--- src/rtl/evt_perf_monitor.sv ---
module evt_perf_monitor #(
  parameter int CNT_W    = 32,
  parameter int NUM_EVT  = 20,
  parameter int PRESCALE = 64
) (
  input  logic             clk,
  input  logic             rst_n,
  input  logic             reg_wr,
  input  logic [1:0]       reg_idx,
  input  logic [CNT_W-1:0] reg_wdata,
  output logic [CNT_W-1:0] reg_rdata,
  input  logic [NUM_EVT-1:0] evt_strobe,
  output logic             irq
);
  localparam int PS_W  = $clog2(PRESCALE);
  localparam int SEL_W = 8;
  localparam int SEL_N = 1 << SEL_W;

  logic             ctl_en, ctl_div;
  logic [2:0]       ctl_ie, ovf;
  logic [SEL_W-1:0] sel0, sel1;
  logic [PS_W-1:0]  ps_cnt;
  logic [CNT_W-1:0] cyc_cnt, ev_cnt0, ev_cnt1;

  wire ctl_wr  = reg_wr && reg_idx == 2'd0;
  wire cyc_wr  = reg_wr && reg_idx == 2'd1;
  wire ev0_wr  = reg_wr && reg_idx == 2'd2;
  wire ev1_wr  = reg_wr && reg_idx == 2'd3;
  wire ev_clr  = ctl_wr && reg_wdata[1];
  wire cyc_clr = ctl_wr && reg_wdata[2];

  wire [SEL_N-1:0] evt_ext = {{(SEL_N-NUM_EVT){1'b0}}, evt_strobe};
  wire ps_tick = ps_cnt == PS_W'(PRESCALE-1);
  wire cyc_inc = ctl_en && (!ctl_div || ps_tick);
  wire ev0_inc = ctl_en && evt_ext[sel0];
  wire ev1_inc = ctl_en && evt_ext[sel1];

  wire [2:0] wrap = {cyc_inc && (&cyc_cnt) && !cyc_wr && !cyc_clr,
                     ev1_inc && (&ev_cnt1) && !ev1_wr && !ev_clr,
                     ev0_inc && (&ev_cnt0) && !ev0_wr && !ev_clr};
  wire [2:0] w1c  = ctl_wr ? reg_wdata[10:8] : 3'b000;

  always_ff @(posedge clk) begin
    if (!rst_n) begin
      ctl_en <= 1'b0; ctl_div <= 1'b0; ctl_ie <= '0;
      sel0 <= '0; sel1 <= '0; ovf <= '0;
    end else begin
      if (ctl_wr) begin
        ctl_en  <= reg_wdata[0];
        ctl_div <= reg_wdata[3];
        ctl_ie  <= reg_wdata[6:4];
        sel1    <= reg_wdata[19:12];
        sel0    <= reg_wdata[27:20];
      end
      ovf <= (ovf & ~w1c) | wrap;
    end
  end

  always_ff @(posedge clk) begin
    if (!rst_n || cyc_clr)
      ps_cnt <= '0;
    else if (ctl_en && ctl_div)
      ps_cnt <= ps_tick ? '0 : ps_cnt + 1'b1;
  end

  always_ff @(posedge clk) begin
    if (!rst_n)       cyc_cnt <= '0;
    else if (cyc_wr)  cyc_cnt <= reg_wdata;
    else if (cyc_clr) cyc_cnt <= '0;
    else if (cyc_inc) cyc_cnt <= cyc_cnt + 1'b1;
  end

  always_ff @(posedge clk) begin
    if (!rst_n)       ev_cnt0 <= '0;
    else if (ev0_wr)  ev_cnt0 <= reg_wdata;
    else if (ev_clr)  ev_cnt0 <= '0;
    else if (ev0_inc) ev_cnt0 <= ev_cnt0 + 1'b1;
  end

  always_ff @(posedge clk) begin
    if (!rst_n)       ev_cnt1 <= '0;
    else if (ev1_wr)  ev_cnt1 <= reg_wdata;
    else if (ev_clr)  ev_cnt1 <= '0;
    else if (ev1_inc) ev_cnt1 <= ev_cnt1 + 1'b1;
  end

  wire [CNT_W-1:0] ctl_view = CNT_W'({4'b0, sel0, sel1, 1'b0, ovf, 1'b0,
                                      ctl_ie, ctl_div, 2'b00, ctl_en});

  always_comb begin
    case (reg_idx)
      2'd0:    reg_rdata = ctl_view;
      2'd1:    reg_rdata = cyc_cnt;
      2'd2:    reg_rdata = ev_cnt0;
      default: reg_rdata = ev_cnt1;
    endcase
  end

  assign irq = |(ovf & ctl_ie);
endmodule

--- config.mk ---
export PLATFORM = sky130hd
export DESIGN_NAME = evt_perf_monitor
export DESIGN_NICKNAME = d
export VERILOG_FILES = /design/src/rtl/evt_perf_monitor.sv
export SDC_FILE = /design/constraint.sdc
export NUM_CORES = 1
export LEC_CHECK = 0
export BUFFER_PORTS_ARGS = -buffer_cell sky130_fd_sc_hd__buf_2
export CORE_AREA = 2 2 149 151
export CTS_CLUSTER_DIAMETER = 40
export DETAILED_ROUTE_END_ITERATION = 16
export DIE_AREA = 0 0 151 153
export MAX_ROUTING_LAYER = met4
export SYNTH_ARGS = -nofsm -noshare
export SYNTH_HDL_FRONTEND = slang
export SYNTH_SLANG_ARGS = --single-unit
--- constraint.sdc ---
create_clock -name clk -period 2.7 [get_ports clk]
set_input_delay 0.135 -clock clk [delete_from_list [all_inputs] [get_ports clk]]
set_output_delay 0.135 -clock clk [all_outputs]
set_load 0.01 [all_outputs]
==> metrics.txt, run 1 <==
Combinational Power Share=between 10% and 20%; worst min path class=in -> reg; WP data required=between 3 and 4 ns; Syn Inst Count=1061; most used routing layer=met2; Core Area=between 20000 and 25000 um2; Synth Net Count=roughly 1.1k; Vias/cell=around 6.4; Worst Tran Pin Value=~0.8 ns; GR Util met2=44.2%; drt total wl=approximately 34 mm; synth top area cells=dfxtp_1 30%, mux4_2 7.4%, nand2_1 7.0%, a21oi_1 6.7%, a211oi_1 3.4%; clock sinks=126; Port Buffers=89; NumNets Final=~1.2k; Crit-path slowest cell=mux4_2; chip height=roughly 150 um; largest delay contributor family on the critical path=simple AND/OR/NAND/NOR gates; unrepaired setup endpoints after global routing=false; Hold Path Depth=3; Die Wd=151 um; Post-CTS Setup Inserts=0; Register Area=around 2500 um2; drc violations=0; share of the synthesized area in the top cell type=between 20% and 30%; sequential share of power=38.4%; Int Power=3780 uW; largest net degree at the start of global routing=42; arrival time worst endpoint=roughly 2.9 ns; CP Buf/Inv Count=0; Setup-failing EPs final=0; Placer Congestion=around 0.94; Final period util=~94%; reg-to-reg endpoint=ev_cnt0[29]; layout cells sized above 1=about a fifth; Placement Cell Area=9360 um2; Bufs on Longest Clock Path=2; total grt overflow=0; sw frac=a little over a quarter; grt met3 use=6.21%; FF+latch count, synth=126; Reg2Reg Setup Slack=~0.15 ns; later-pin clock latency in the skew report=about 0.43 ns; max incr delay on CP=between 0.5 and 0.6 ns; Pleak=between 0.003 and 0.004 uW; TritonCTS buffer count=17; Layout fillers=approximately 2.1k; Post-synth top cells=159 x nand2_1, 126 x dfxtp_1, 114 x a21oi_1, 63 x nor2_1, 55 x o21ai_0; CTS tree=done; post-synth top area cell=dfxtp_1; Synth-to-Final Area Change=18.1%; die area=23100 um2; Fin. Hold Viols=0; Rel. slew slack=47.8%; hold_sp=reg_wdata[3]; worst-case reg-to-reg path depth=6; level count of the clock H-tree=4; Worst Hold Path EP=ctl_div; routed len/inst=23.7 um; via count=roughly 9.2k; Max Cap Viol=0; worst r2r src=sel0[0]; Yosys Warn Count=0; CP Class=reg -> reg; Post-synth EDFFs=0; crit start category=register; DRT Pass-1 Iters=5; Initial Util=between 30% and 40%; drt initial violations=roughly 1.2k; sw power=~1400 uW; global-route usage over all layers=between 30% and 40%; Achievable Freq=a little under 400 MHz; status=finished, final reports clean; async set-or-reset flop fraction in the synthesized netlist=0%; Syn Area/Cell=roughly 8.0 um2; CTS root buffer=clkbuf_16; CP Max Fanout=19; Top FF cell, synth=dfxtp_1; final instance area=around 10000 um2; vias in the first global route=between 8k and 9k; I/O pin count=90; antenna cells=0; Fin Clk Skew=0.00806 ns; # rows=54; crit path cell chain=mux4_2, and4bb_2, a41oi_4, nand2_2, or3_2, and4_1; hpwl dp=25.3 mm; pwr/cell area=roughly 520 nW/um2; initial antenna violation count=0; M1 GR Usage=a little over two fifths; final non-filler cell total=roughly 1.4k; Placed Cells=roughly 1.4k; Final min period=2.55 ns; library cells used by synthesis=85; Final Max Slew Viols=0; Routed Antenna Nets=0; Worst Setup End Kind=register; count leader, synth=nand2_1; post-synthesis sequential area ratio=between 20 and 30%; Setup Total Neg Slack=0 ns; first-pass GRT wire length=a little over 50 mm; Post-Syn Area=~8500 um2; clock-pin slew of the registers on the worst-case setup and hold paths=0.06 ns; area occupied by multi-input gates=between 5000 and 6000 um2; Clock power frac=48.7%; worst IR drop on VDD=roughly 410 uV
how the worst max path moves through the flow:
stage	cells after the start	to	slack [ns]	from
4_1_cts	6	ev_cnt0[29]	0.17	sel0[1]
5_1_grt	6	ev_cnt0[29]	0.05	sel0[1]
3_3_place_gp	6	ev_cnt0[14]	0.21	sel0[0]
6_report	6	ev_cnt0[29]	0.15	sel0[0]
3_5_place_dp	6	ev_cnt0[14]	0.19	sel0[1]
2_1_floorplan	7	ev_cnt0[29]	0.48	sel0[0]
worst register-to-register path: cells and delay by family, from the launching register on:
kind / cells / cell delay [ns]
compound gates: 1 / 0.24
flops: 1 / 0.38
mux: 1 / 0.53
simple gates: 4 / 1.29
layer usage:
layer,vias up,share of wire (%)
met3,97,10
met2,561,43
met1,4359,42
li1,4212,-
met4,0,4.5
met5,-,0
registers in the layout, indices dropped and copies added, names as in the netlist:
register	count
cyc_cnt	32
ovf	3
ev_cnt1	32
ctl_div	1
sel1	8
sel0	8
ev_cnt0	32
ctl_en	1
ctl_ie	3
ps_cnt	6
cell usage in the layout (no fill, tap or decap), drive strengths merged, types with 5 or more instances in the layout:
cell / n
a31oi: 20
a311oi: 6
a211oi: 38
nor4: 12
a22oi: 23
inv: 13
buf: 146
o21a: 8
nor2: 63
clkbuf: 23
a31o: 9
nor3: 40
nand4: 29
and2: 9
a22o: 5
nor2b: 5
mux2i: 14
and4b: 6
a32o: 6
or3: 7
and4: 16
nand3: 42
mux4: 30
a21oi: 114
and3: 21
nand2: 161
o21ai: 55
xor2: 9
dfxtp: 126
a41o: 5
xnor2: 17
nand2b: 10
a21o: 5
power groups by stage:
stage	sequential, uW	combinational (uW)	clock (uW)
2_1_floorplan	1990	394	0
3_3_place_gp	2020	642	0
3_5_place_dp	2030	648	0
4_1_cts	1980	654	2530
5_1_grt	1990	711	2620
6_report	1990	666	2520
logic make-up (layout without fill, tap and decap cells):
family / after synthesis / in the layout / share of synthesized area [%]
simple gates: 434 / 434 / 25.7
flops: 126 / 126 / 29.7
compound gates: 333 / 333 / 26.0
fa+ha+maj: 4 / 4 / 0.590
mux: 46 / 46 / 9.97
buf+inv: 92 / 193 / 5.29
xor+xnor: 26 / 26 / 2.68
layout make-up:
| class | count | share of cell area (%) |
|---|---|---|
| multi-input cells | 843 | 55.1 |
| flip-flops and latches | 126 | 25.2 |
| repair buffers | 148 | 9.42 |
| clock buffers | 23 | 4.77 |
| well taps | 280 | 3.50 |
| clock inverters | 9 | 1.57 |
| inverters | 13 | 0.487 |
repair_timing:
| item | in CTS | in global routing |
|---|---|---|
| endpoints found under the hold margin | 2 | 0 |
| resized for setup | 0 | 0 |
| hold buffers | 2 | 0 |
through the flow:
stage	hold slack (ns)	worst slack [ns]	utilization, %	power [uW]
global placement	0.440	0.214	43.6	2670
detailed placement	0.437	0.191	43.6	2670
finish	0.0176	0.155	46.6	5180
CTS	0.00646	0.168	46.6	5170
floorplan	0.265	0.479	-	2390
global route	0.0155	0.0545	46.6	5330
(Power assumes the default switching activity.)
==> run 2: changes to the inputs <==
--- a/config.mk
+++ b/config.mk
@@ -6,11 +6,13 @@
 export NUM_CORES = 1
 export LEC_CHECK = 0
 export BUFFER_PORTS_ARGS = -buffer_cell sky130_fd_sc_hd__buf_2
-export CORE_AREA = 2 2 149 151
+export CORE_AREA = 2 2 134 136
 export CTS_CLUSTER_DIAMETER = 40
 export DETAILED_ROUTE_END_ITERATION = 16
-export DIE_AREA = 0 0 151 153
+export DIE_AREA = 0 0 136 138
+export GPL_TIMING_DRIVEN = 0
 export MAX_ROUTING_LAYER = met4
+export PLACE_DENSITY = 0.68
 export SYNTH_ARGS = -nofsm -noshare
 export SYNTH_HDL_FRONTEND = slang
 export SYNTH_SLANG_ARGS = --single-unit
==> run 2 against run 1 <==
  * Die area fell by 19%
  * Critical path depth rose by 1
  * Cell count fell by 2.2%
  * Global-route usage rose by 10 points
  * Power barely moved
  * Sequential power barely moved
  * Sequential cell count did not move
  * Clock-buffer cell count rose by 4
  * Critical path type unchanged
==> metrics.txt, run 2 (synthesis gave the netlist of run 1 again) <==
status=finished, final reports clean; Pleak=between 0.003 and 0.004 uW; Layout fillers=1716; Bufs on Longest Clock Path=2; antenna cells=0; chip height=138 um; worst min path class=in -> reg; Max Cap Viol=0; vias in the first global route=~9k; Placed Cells=1379; Rel. slew slack=a little over a third; hpwl dp=around 27 mm; CTS root buffer=clkbuf_16; Worst Setup End Kind=register; Vias/cell=6.96; unrepaired setup endpoints after global routing=true; TritonCTS buffer count=17; largest net degree at the start of global routing=17; Initial Util=48.4%; Port Buffers=89; Achievable Freq=approximately 380 MHz; die area=roughly 19000 um2; setup ws final=0.0531 ns; Final Max Slew Viols=0; Final period util=a little over nine tenths; arrival time worst endpoint=about 3.0 ns; final non-filler cell total=between 1k and 1.5k; # rows=49; drc violations=0; CTS tree=done; most common cell after layout, fill and taps aside=nand2_1; Fin. Hold Viols=0; Fin Clk Skew=between 0.01 and 0.015 ns; clock-pin slew of the registers on the worst-case setup and hold paths=around 0.060 ns; global-route usage over all layers=between 40% and 50%; Synth-to-Final Area Change=16.7%; later-pin clock latency in the skew report=about 0.44 ns; Core Area=17500 um2; layout cells sized above 1=around 18%; Routed Antenna Nets=0; WHS=roughly 0.040 ns; Largest regs=cyc_cnt: 32 flops, ev_cnt0: 32 flops, ev_cnt1: 32 flops; CP Class=reg -> reg; Final min period=around 2.6 ns; routed len/inst=about 26 um; worst IR drop on VDD=464 uV; total grt overflow=0; DRT Pass-1 Iters=7; Worst Tran Pin Value=approximately 0.96 ns; pwr/cell area=~520 nW/um2; crit start category=register; CP Max Fanout=10; drt initial violations=approximately 1.4k; most frequent cells in the layout=159 x nand2_1, 126 x dfxtp_1, 114 x a21oi_1; Die Wd=between 100 and 150 um; drt total wl=between 30 and 40 mm; Setup WS pre-CTS=-0.223 ns; NumNets Final=around 1.2k; Placer Congestion=approximately 1.1; WP data required=between 3 and 4 ns; I/O pin count=90; clock sinks=126; level count of the clock H-tree=4; first-pass GRT wire length=~55 mm; initial antenna violation count=0; via count=just under 10k; Setup-failing EPs final=0
==> run 2: cell count changes in the layout (fill, tap and decap cells not counted), sizes merged <==
cell         before  now
buf             146  110
clkinvlp          2    0
clkbuf           23   84
clkinv            3    2
bufinv            4    3
dlygate4sd3       2    0
==> run 2: report_power, final <==
group	total, uW	leakage, uW	internal (uW)	switching, uW
logic	696	0.00224	241	455
registers	2000	0.00102	1910	91.4
clock network	2480	0.000308	1600	887
total	5180	0.00357	3750	1430
==> run 2: worst paths after layout <==
path / startpoint / to / slack (ns) / cells after the start
setup / recovery: sel1[7] / ev_cnt1[22] / 0.05 / 7
hold / removal: reg_wdata[5] / ev_cnt1[5] / 0.04 / 3
setup reg to reg: sel1[7] / ev_cnt1[22] / 0.05 / 7
hold reg to reg: sel0[6] / sel0[6] / 0.48 / 2
==> run 2: what timing repair did <==
item | 4_1_cts | 5_1_grt
pin swaps | 0 | 1
endpoints found under the hold margin | 0 | 0
hold buffers | 0 | 0
resized for setup | 3 | 9
setup endpoints to repair | 28 | 57
buffers inserted | 0 | 0
==> run 2: cell type report <==
cell class	count	area [um2]	area share, %
multi-input cells	843	5580	56.3
clock inverters	5	100	1.01
flip-flops and latches	126	2520	25.5
inverters	13	48.8	0.493
repair buffers	89	445	4.50
plain buffers	78	399	4.03
well taps	229	287	2.89
clock buffers	27	523	5.28
==> run 2: worst max-delay path, stage by stage, from the launching register on <==
cell and delay (ns):
dfxtp_1 0.34, or4b_2 0.74, a2111oi_2 0.36, a31oi_4 0.19, nand2_1 0.20, buf_2 0.29, a31oi_1 0.12, o221a_2 0.29
==> run 2: stage by stage <==
| step | power (uW) | TNS, ns | utilization (%) | cell area (um2) |
|---|---|---|---|---|
| after floorplan | 2390 | 0 | - | 8490 |
| after global placement | 2690 | -1.56 | 52.6 | 9220 |
| after detailed placement | 2700 | -2.22 | 52.6 | 9220 |
| after CTS | 5140 | 0 | 56.1 | 9840 |
| after global routing | 5280 | -0.220 | 56.5 | 9900 |
| final | 5180 | 0 | 56.5 | 9900 |
==> run 2: layer usage <==
layer / GRT usage [%] / up-vias / wire length, um
li1: - / 4250 / -
met3: 10.7 / 185 / 5090
met2: 56.0 / 746 / 15400
met5: - / - / 0
met4: 27.1 / 0 / 2920
met1: 51.8 / 4630 / 13600
